`src/rtl/desc_ring_pkg.sv`:
```
package desc_ring_pkg;
  localparam int REG_ADDR_W = 3;

  localparam logic [REG_ADDR_W-1:0] A_SIZE  = 3'd0;
  localparam logic [REG_ADDR_W-1:0] A_FMT   = 3'd1;
  localparam logic [REG_ADDR_W-1:0] A_POST  = 3'd2;
  localparam logic [REG_ADDR_W-1:0] A_REL   = 3'd3;
  localparam logic [REG_ADDR_W-1:0] A_HALT  = 3'd4;
  localparam logic [REG_ADDR_W-1:0] A_THR   = 3'd5;
  localparam logic [REG_ADDR_W-1:0] A_STAT  = 3'd6;
  localparam logic [REG_ADDR_W-1:0] A_FLAGS = 3'd7;

  localparam logic [3:0] FMT_CODE_SMALL = 4'd1;
  localparam logic [3:0] FMT_CODE_LARGE = 4'd7;

  localparam int STAT_PTR_LSB = 16;
endpackage

```
`src/rtl/desc_ring_regs.sv`:
```
module desc_ring_regs
  import desc_ring_pkg::*;
#(
  parameter int IDX_W  = 14,
  parameter int CNT_W  = 15,
  parameter int DATA_W = 32
) (
  input  logic                  clk,
  input  logic                  rst,
  input  logic                  wr_en,
  input  logic [REG_ADDR_W-1:0] wr_addr,
  input  logic [DATA_W-1:0]     wr_data,
  input  logic [REG_ADDR_W-1:0] rd_addr,
  output logic [DATA_W-1:0]     rd_data,
  input  logic [DATA_W-1:0]     stat_word,
  input  logic                  err_flag,
  output logic [IDX_W:0]        size_eff,
  output logic                  run,
  output logic [CNT_W-1:0]      thr,
  output logic                  post_pulse,
  output logic                  rel_pulse,
  output logic [CNT_W-1:0]      cmd_n,
  output logic                  err_clr,
  output logic                  ptr_reset
);
  localparam logic [IDX_W:0] LIM_SMALL = {1'b1, {IDX_W{1'b0}}};
  localparam logic [IDX_W:0] LIM_LARGE = {3'b001, {(IDX_W-2){1'b0}}};

  logic [IDX_W:0]   size_q;
  logic             large_q;
  logic             halt_q;
  logic [CNT_W-1:0] thr_q;
  logic [DATA_W-1:0] rd_nx;
  logic [IDX_W:0]   size_clamped;

  logic hit_size, hit_fmt, hit_halt, hit_thr, hit_flags;
  logic code_small, code_large;

  assign hit_size  = wr_en && (wr_addr == A_SIZE);
  assign hit_fmt   = wr_en && (wr_addr == A_FMT);
  assign hit_halt  = wr_en && (wr_addr == A_HALT);
  assign hit_thr   = wr_en && (wr_addr == A_THR);
  assign hit_flags = wr_en && (wr_addr == A_FLAGS);

  assign post_pulse = wr_en && (wr_addr == A_POST);
  assign rel_pulse  = wr_en && (wr_addr == A_REL);
  assign cmd_n      = wr_data[CNT_W-1:0];

  assign code_small = (wr_data == DATA_W'(FMT_CODE_SMALL));
  assign code_large = (wr_data == DATA_W'(FMT_CODE_LARGE));

  assign ptr_reset = hit_size || (hit_fmt && (code_small || code_large));
  assign err_clr   = hit_flags && wr_data[0];

  always_comb begin
    if (wr_data == '0)
      size_clamped = {{IDX_W{1'b0}}, 1'b1};
    else if (wr_data > DATA_W'(LIM_SMALL))
      size_clamped = LIM_SMALL;
    else
      size_clamped = wr_data[IDX_W:0];
  end

  assign size_eff = (large_q && (size_q > LIM_LARGE)) ? LIM_LARGE : size_q;
  assign run      = !halt_q;
  assign thr      = thr_q;

  always_comb begin
    case (rd_addr)
      A_SIZE:  rd_nx = DATA_W'(size_q);
      A_FMT:   rd_nx = DATA_W'(large_q ? FMT_CODE_LARGE : FMT_CODE_SMALL);
      A_HALT:  rd_nx = DATA_W'(halt_q);
      A_THR:   rd_nx = DATA_W'(thr_q);
      A_STAT:  rd_nx = stat_word;
      A_FLAGS: rd_nx = DATA_W'({~halt_q, err_flag});
      default: rd_nx = '0;
    endcase
  end

  always_ff @(posedge clk) begin
    if (rst) begin
      size_q  <= LIM_SMALL;
      large_q <= 1'b1;
      halt_q  <= 1'b1;
      thr_q   <= '0;
      rd_data <= '0;
    end else begin
      rd_data <= rd_nx;
      if (hit_size) size_q <= size_clamped;
      if (hit_fmt && code_small) large_q <= 1'b0;
      if (hit_fmt && code_large) large_q <= 1'b1;
      if (hit_halt) halt_q <= (wr_data != '0);
      if (hit_thr) thr_q <= wr_data[CNT_W-1:0];
    end
  end
endmodule

```
`src/rtl/desc_ring_track.sv`:
```
module desc_ring_track #(
  parameter int IDX_W = 14,
  parameter int CNT_W = 15
) (
  input  logic             clk,
  input  logic             rst,
  input  logic [IDX_W:0]   size_eff,
  input  logic             run,
  input  logic             ptr_reset,
  input  logic             post_pulse,
  input  logic             rel_pulse,
  input  logic [CNT_W-1:0] cmd_n,
  input  logic             err_clr,
  input  logic             done,
  input  logic             fetch_ready,
  output logic             fetch_valid,
  output logic [IDX_W-1:0] fetch_idx,
  output logic [CNT_W-1:0] posted,
  output logic [CNT_W-1:0] pend,
  output logic [CNT_W-1:0] pend_next,
  output logic [IDX_W-1:0] rel_ptr,
  output logic             err
);
  logic             take;
  logic [CNT_W:0]   post_sum;
  logic [CNT_W-1:0] posted_nx;
  logic [CNT_W-1:0] rel_eff;
  logic [CNT_W:0]   pend_sum;
  logic [CNT_W-1:0] rem;
  logic [IDX_W+1:0] rp_sum;
  logic [IDX_W+1:0] rp_wrap;
  logic [IDX_W:0]   fp_inc;
  logic [IDX_W-1:0] fetch_ptr;
  logic             over_rel;

  assign fetch_valid = run && (posted != '0);
  assign fetch_idx   = fetch_ptr;
  assign take        = fetch_valid && fetch_ready;

  // posted count: minus the accepted fetch, plus the post write, saturating
  assign post_sum  = {1'b0, posted - CNT_W'(take)} + (post_pulse ? {1'b0, cmd_n} : '0);
  assign posted_nx = post_sum[CNT_W] ? '1 : post_sum[CNT_W-1:0];

  // completion count: release clamped to the backlog, then the new completion
  assign over_rel  = rel_pulse && (cmd_n > pend);
  assign rel_eff   = rel_pulse ? (over_rel ? pend : cmd_n) : '0;
  assign pend_sum  = {1'b0, pend - rel_eff} + (CNT_W+1)'(done);
  assign pend_next = pend_sum[CNT_W] ? '1 : pend_sum[CNT_W-1:0];

  // release pointer moves by rel_eff modulo the ring size
  assign rem     = rel_eff % CNT_W'(size_eff);
  assign rp_sum  = (IDX_W+2)'(rel_ptr) + (IDX_W+2)'(rem);
  assign rp_wrap = (rp_sum >= (IDX_W+2)'(size_eff)) ? rp_sum - (IDX_W+2)'(size_eff) : rp_sum;

  assign fp_inc = (IDX_W+1)'(fetch_ptr) + 1'b1;

  always_ff @(posedge clk) begin
    if (rst) begin
      posted    <= '0;
      pend      <= '0;
      fetch_ptr <= '0;
      rel_ptr   <= '0;
      err       <= 1'b0;
    end else begin
      posted <= posted_nx;
      pend   <= pend_next;
      if (over_rel) err <= 1'b1;
      else if (err_clr) err <= 1'b0;
      if (ptr_reset) begin
        fetch_ptr <= '0;
        rel_ptr   <= '0;
      end else begin
        if (take) fetch_ptr <= (fp_inc >= size_eff) ? '0 : fp_inc[IDX_W-1:0];
        if (rel_pulse) rel_ptr <= rp_wrap[IDX_W-1:0];
      end
    end
  end
endmodule

```
`src/rtl/desc_ring_irq.sv`:
```
module desc_ring_irq #(
  parameter int CNT_W = 15
) (
  input  logic             clk,
  input  logic             rst,
  input  logic [CNT_W-1:0] pend_next,
  input  logic [CNT_W-1:0] thr,
  input  logic             rel_evt,
  output logic             irq
);
  logic armed;
  logic fire;

  assign fire = armed && (thr != '0) && (pend_next >= thr);

  always_ff @(posedge clk) begin
    if (rst) begin
      armed <= 1'b1;
      irq   <= 1'b0;
    end else begin
      irq <= fire;
      if (fire) armed <= 1'b0;
      else if (rel_evt && (pend_next < thr)) armed <= 1'b1;
    end
  end
endmodule

```
`src/rtl/desc_ring_ctrl.sv`:
```
module desc_ring_ctrl
  import desc_ring_pkg::*;
#(
  parameter int IDX_W  = 14,
  parameter int CNT_W  = 15,
  parameter int DATA_W = 32
) (
  input  logic                  clk,
  input  logic                  rst,
  input  logic                  reg_wr_en,
  input  logic [REG_ADDR_W-1:0] reg_wr_addr,
  input  logic [DATA_W-1:0]     reg_wr_data,
  input  logic [REG_ADDR_W-1:0] reg_rd_addr,
  output logic [DATA_W-1:0]     reg_rd_data,
  output logic                  fetch_valid,
  output logic [IDX_W-1:0]      fetch_idx,
  input  logic                  fetch_ready,
  input  logic                  done_pulse,
  output logic                  irq_pulse
);
  logic [IDX_W:0]   size_eff;
  logic             run;
  logic [CNT_W-1:0] thr;
  logic             post_pulse;
  logic             rel_pulse;
  logic [CNT_W-1:0] cmd_n;
  logic             err_clr;
  logic             ptr_reset;
  logic [CNT_W-1:0] posted_cnt;
  logic [CNT_W-1:0] pend_cnt;
  logic [CNT_W-1:0] pend_next;
  logic [IDX_W-1:0] rel_ptr;
  logic             err;
  logic [DATA_W-1:0] stat_word;

  assign stat_word = DATA_W'(pend_cnt) | (DATA_W'(rel_ptr) << STAT_PTR_LSB);

  desc_ring_regs #(.IDX_W(IDX_W), .CNT_W(CNT_W), .DATA_W(DATA_W)) regs_i (
    .clk(clk), .rst(rst),
    .wr_en(reg_wr_en), .wr_addr(reg_wr_addr), .wr_data(reg_wr_data),
    .rd_addr(reg_rd_addr), .rd_data(reg_rd_data),
    .stat_word(stat_word), .err_flag(err),
    .size_eff(size_eff), .run(run), .thr(thr),
    .post_pulse(post_pulse), .rel_pulse(rel_pulse), .cmd_n(cmd_n),
    .err_clr(err_clr), .ptr_reset(ptr_reset)
  );

  desc_ring_track #(.IDX_W(IDX_W), .CNT_W(CNT_W)) track_i (
    .clk(clk), .rst(rst),
    .size_eff(size_eff), .run(run), .ptr_reset(ptr_reset),
    .post_pulse(post_pulse), .rel_pulse(rel_pulse), .cmd_n(cmd_n),
    .err_clr(err_clr), .done(done_pulse), .fetch_ready(fetch_ready),
    .fetch_valid(fetch_valid), .fetch_idx(fetch_idx),
    .posted(posted_cnt), .pend(pend_cnt), .pend_next(pend_next),
    .rel_ptr(rel_ptr), .err(err)
  );

  desc_ring_irq #(.CNT_W(CNT_W)) irq_i (
    .clk(clk), .rst(rst),
    .pend_next(pend_next), .thr(thr), .rel_evt(rel_pulse),
    .irq(irq_pulse)
  );
endmodule

```
`config.mk`:
```
export PLATFORM = sky130hd
export DESIGN_NAME = desc_ring_ctrl
export DESIGN_NICKNAME = d
export VERILOG_FILES = /design/src/rtl/desc_ring_pkg.sv /design/src/rtl/desc_ring_regs.sv /design/src/rtl/desc_ring_track.sv /design/src/rtl/desc_ring_irq.sv /design/src/rtl/desc_ring_ctrl.sv
export SDC_FILE = /design/constraint.sdc
export NUM_CORES = 1
export LEC_CHECK = 0
export BUFFER_PORTS_ARGS = -buffer_cell sky130_fd_sc_hd__clkbuf_2
export CAP_MARGIN = 20
export CELL_PAD_IN_SITES_DETAIL_PLACEMENT = 0
export CELL_PAD_IN_SITES_GLOBAL_PLACEMENT = 2
export CORE_MARGIN = 10
export CORE_UTILIZATION = 34
export DETAILED_ROUTE_END_ITERATION = 8
export PLACE_DENSITY = 0.82
export SLEW_MARGIN = 25
export SYNTH_ARGS = -nofsm -noshare
export SYNTH_HDL_FRONTEND = slang
export SYNTH_SLANG_ARGS = --single-unit
```
`constraint.sdc`:
```
create_clock -name clk -period 32.8 [get_ports clk]
set_input_delay 3.28 -clock clk [delete_from_list [all_inputs] [get_ports clk]]
set_output_delay 3.28 -clock clk [all_outputs]
set_load 0.01 [all_outputs]
```
==> results.json <==
{
  "grt_overflow": 0,
  "crit_family": "compound AO/OA/AOI/OAI gates",
  "regArea_mm2": 0.00244,
  "die_x_um": 237,
  "ys_ff_latch": 122,
  "io_pins": 91,
  "clk_pin_slew_ps": 60,
  "fin_crit_sh_pct": 95.8,
  "setup_viol": 0,
  "wl_per_cell_um": 20.5,
  "yosysUniqueCellTypes": 87,
  "yosysTopAreaCell": "ha_1",
  "nets": 2605,
  "cp_max_fo": 10,
  "yosysMostFrequentCell": "ha_1",
  "endpoint_kind": "register",
  "maxCapViolations": 0,
  "cpMostUsedCell": "ha_1",
  "drv_slew": 0,
  "fmax_mhz": 31.8,
  "fin_crit_ps": 31420,
  "antenna_found_initial": 1,
  "status": "finished, final reports clean",
  "tightest_slew_ps": 1010,
  "ys_top_cells_by_area": "ha_1 (18%), dfxtp_1 (15%), a21oi_1 (6.1%)",
  "initial_utilization_pct": 34.4,
  "grt_pass1_vias": 16085,
  "drive_above_1_share_pct": 18.2,
  "hold_violations": 0,
  "rrSetupSlack_ps": 3570,
  "synthToLayoutAreaGrowth_pct": 19.3,
  "grt_usage_pct": 20.5,
  "critPathArrivalTime_ps": 31790,
  "slew_headroom_pct": 32.0,
  "grt_max_degree": 71,
  "clock_latency_ps": 440,
  "htreeDepth": 4,
  "synth_common_cells": "ha_1 (230), nor2_1 (219), nand2_1 (202)",
  "p_leak_nw": 8.68,
  "placedInstanceArea_mm2": 0.0176,
  "ant_nets": 0,
  "die_h_um": 237,
  "final_cells": 2947,
  "ir_drop_uv": 65.6,
  "cp_slowest_stage_delay_ps": 420,
  "worstSetupStartpointType": "input port",
  "port_buffers": 87,
  "drt_first_pass_iters": 6,
  "yosysWarningCount": 0,
  "num_vias": 16596,
  "avgSynthCellArea_um2": 7.40,
  "setup_ws_ps": 1380,
  "syn_inst": 2163,
  "design_area_mm2": 0.0191,
  "hold_class": "register to register",
  "diodes": 0,
  "cts_sinks": 122,
  "cts_buffers": 17,
  "synth_top_area_share_pct": 18.0,
  "clock-root-buffer": "clkbuf_16",
  "required_ps": 33170,
  "place_ws_ps": -960,
  "grt_pass1_wl_mm": 91.4,
  "dieArea_mm2": 0.0562,
  "dp_hpwl_mm": 46.6,
  "fillCellCount": 4821,
  "cts_tree": "yes",
  "ys_seq_area_share_pct": 15.2,
  "viasPerCell": 5.63,
  "drc_errors": 0,
  "synth-async-reset-ratio_pct": 0,
  "core_area_mm2": 0.0466,
  "gp_congestion": 0.954,
  "multi_input_area_mm2": 0.0135,
  "place_inst": 2878,
  "finalWirelength_mm": 60.4,
  "netlist_area_mm2": 0.0160,
  "synth_edf_count": 0,
  "clock_skew_ps": 13.2,
  "crit_path_top_delay_cell": "or3_1",
  "clockBufferDepth": 2,
  "synth_flop_cell": "dfxtp_1",
  "powerDensity_mw_per_mm2": 54.5,
  "drt_iter0_drc": 1069,
  "fp-row-count": 79,
  "worstSetupPathType": "input port to register",
  "critPathBufInv": 11,
  "holdWs_ps": 479
}
-- worst register-to-register path, delay by kind of cell (launching register included) --
kind	cells	cell delay (ps)
DFF	1	630
xor gates and xnor gates	1	220
and+or+nand+nor	27	4640
AOI/OAI and AO/OA	72	13380
muxes	10	2990
buffers and inverters	11	1480
adders and majority gates	19	5820
-- final cells by class --
class / instances / area share (%)
clock buffers: 18 / 2.30
clock inverters: 14 / 0.648
inverters: 112 / 2.20
multi-input cells: 1855 / 70.5
flip-flops and latches: 122 / 12.8
well taps: 607 / 3.97
repair buffers: 219 / 7.58
-- state kept, by name (all words and copies together) (netlist names) --
name / count
track_i.posted: 15
irq_i.irq: 1
track_i.pend: 15
track_i.fetch_idx: 14
track_i.rel_ptr: 14
regs_i.halt_q: 1
irq_i.armed: 1
regs_i.thr: 15
regs_i.large_q: 1
track_i.err: 1
regs_i.size_q: 15
regs_i.rd_data: 29
-- timing repair --
| action | in CTS | in global routing |
|---|---|---|
| resized for setup | 14 | 129 |
| hold buffers | 0 | 0 |
| pin swaps | 2 | 47 |
| gates cloned | 0 | 1 |
| setup endpoints to repair | 14 | 14 |
| setup buffers | 3 | 33 |
-- per-stage QoR --
| stage | total power [W] | TNS [ps] | util [%] |
|---|---|---|---|
| 2_1_floorplan | 0.000665 | 0 | - |
| 3_3_place_gp | 0.000818 | -3700 | 37.9 |
| 3_5_place_dp | 0.000821 | -12230 | 37.9 |
| 4_1_cts | 0.00101 | 0 | 39.2 |
| 5_1_grt | 0.00113 | -1660 | 41.1 |
| 6_report | 0.00104 | 0 | 41.1 |
-- cells in the final DEF (no fill, tap or decap), types with 16 or more instances in the layout --
master and count:
o21a_1 55, nor3_1 65, nand2b_1 27, a31oi_1 19, inv_1 111, o21ai_0 70
mux2_2 32, mux2i_1 30, and3_1 28, dfxtp_1 122, a21oi_1 173, and2_1 43
nor2_1 214, ha_1 216, clkbuf_16 17, xnor2_1 77, nor4_1 21, xor2_1 62
o211ai_1 29, a21o_1 57, a22oi_1 28, nand3_1 63, nand2_1 199, or2_2 16
nand4_1 21, nor2b_1 20, clkbuf_2 87, a21oi_2 20, buf_4 126, o21bai_1 19
-- layer usage --
metal | share of wire, % | GRT usage, % | up-vias | wire [µm]
li1 | - | - | 8222 | -
met4 | 2.5 | 6.29 | 2 | 1480
met5 | 0.026 | 0 | - | 16
met2 | 45 | 33.0 | 409 | 27000
met1 | 48 | 27.9 | 7884 | 29000
met3 | 4.8 | 2.56 | 79 | 2930
-- cell families (layout without fill, tap and decap cells) --
group,count (synthesis),after routing,share of synthesized area [%]
flip-flops,122,122,15.2
XOR/XNOR,139,139,7.60
AO/OA/AOI/OAI,631,631,26.1
multiplexers,64,64,4.26
adder cells (fa/ha/maj),235,235,18.6
buffers and inverters,188,363,4.68
other,1,3,0.0234
AND/OR/NAND/NOR,783,783,23.5
-- final timing paths --
kind,from,end,cells after the start
hold / removal,irq_i.armed,irq_i.armed,2
setup reg to reg,track_i.pend[14],track_i.rel_ptr[0],140
setup / recovery,reg_wr_data[13],track_i.rel_ptr[0],140
hold reg to reg,irq_i.armed,irq_i.armed,2
-- power breakdown --
| group | total [W] | internal, W | switching, W |
|---|---|---|---|
| Clock | 0.000185 | 0.000106 | 0.0000786 |
| Combinational | 0.000676 | 0.000299 | 0.000377 |
| Sequential | 0.000180 | 0.000159 | 0.0000215 |
| Total | 0.00104 | 0.000564 | 0.000477 |
(Power assumes the default switching activity.)
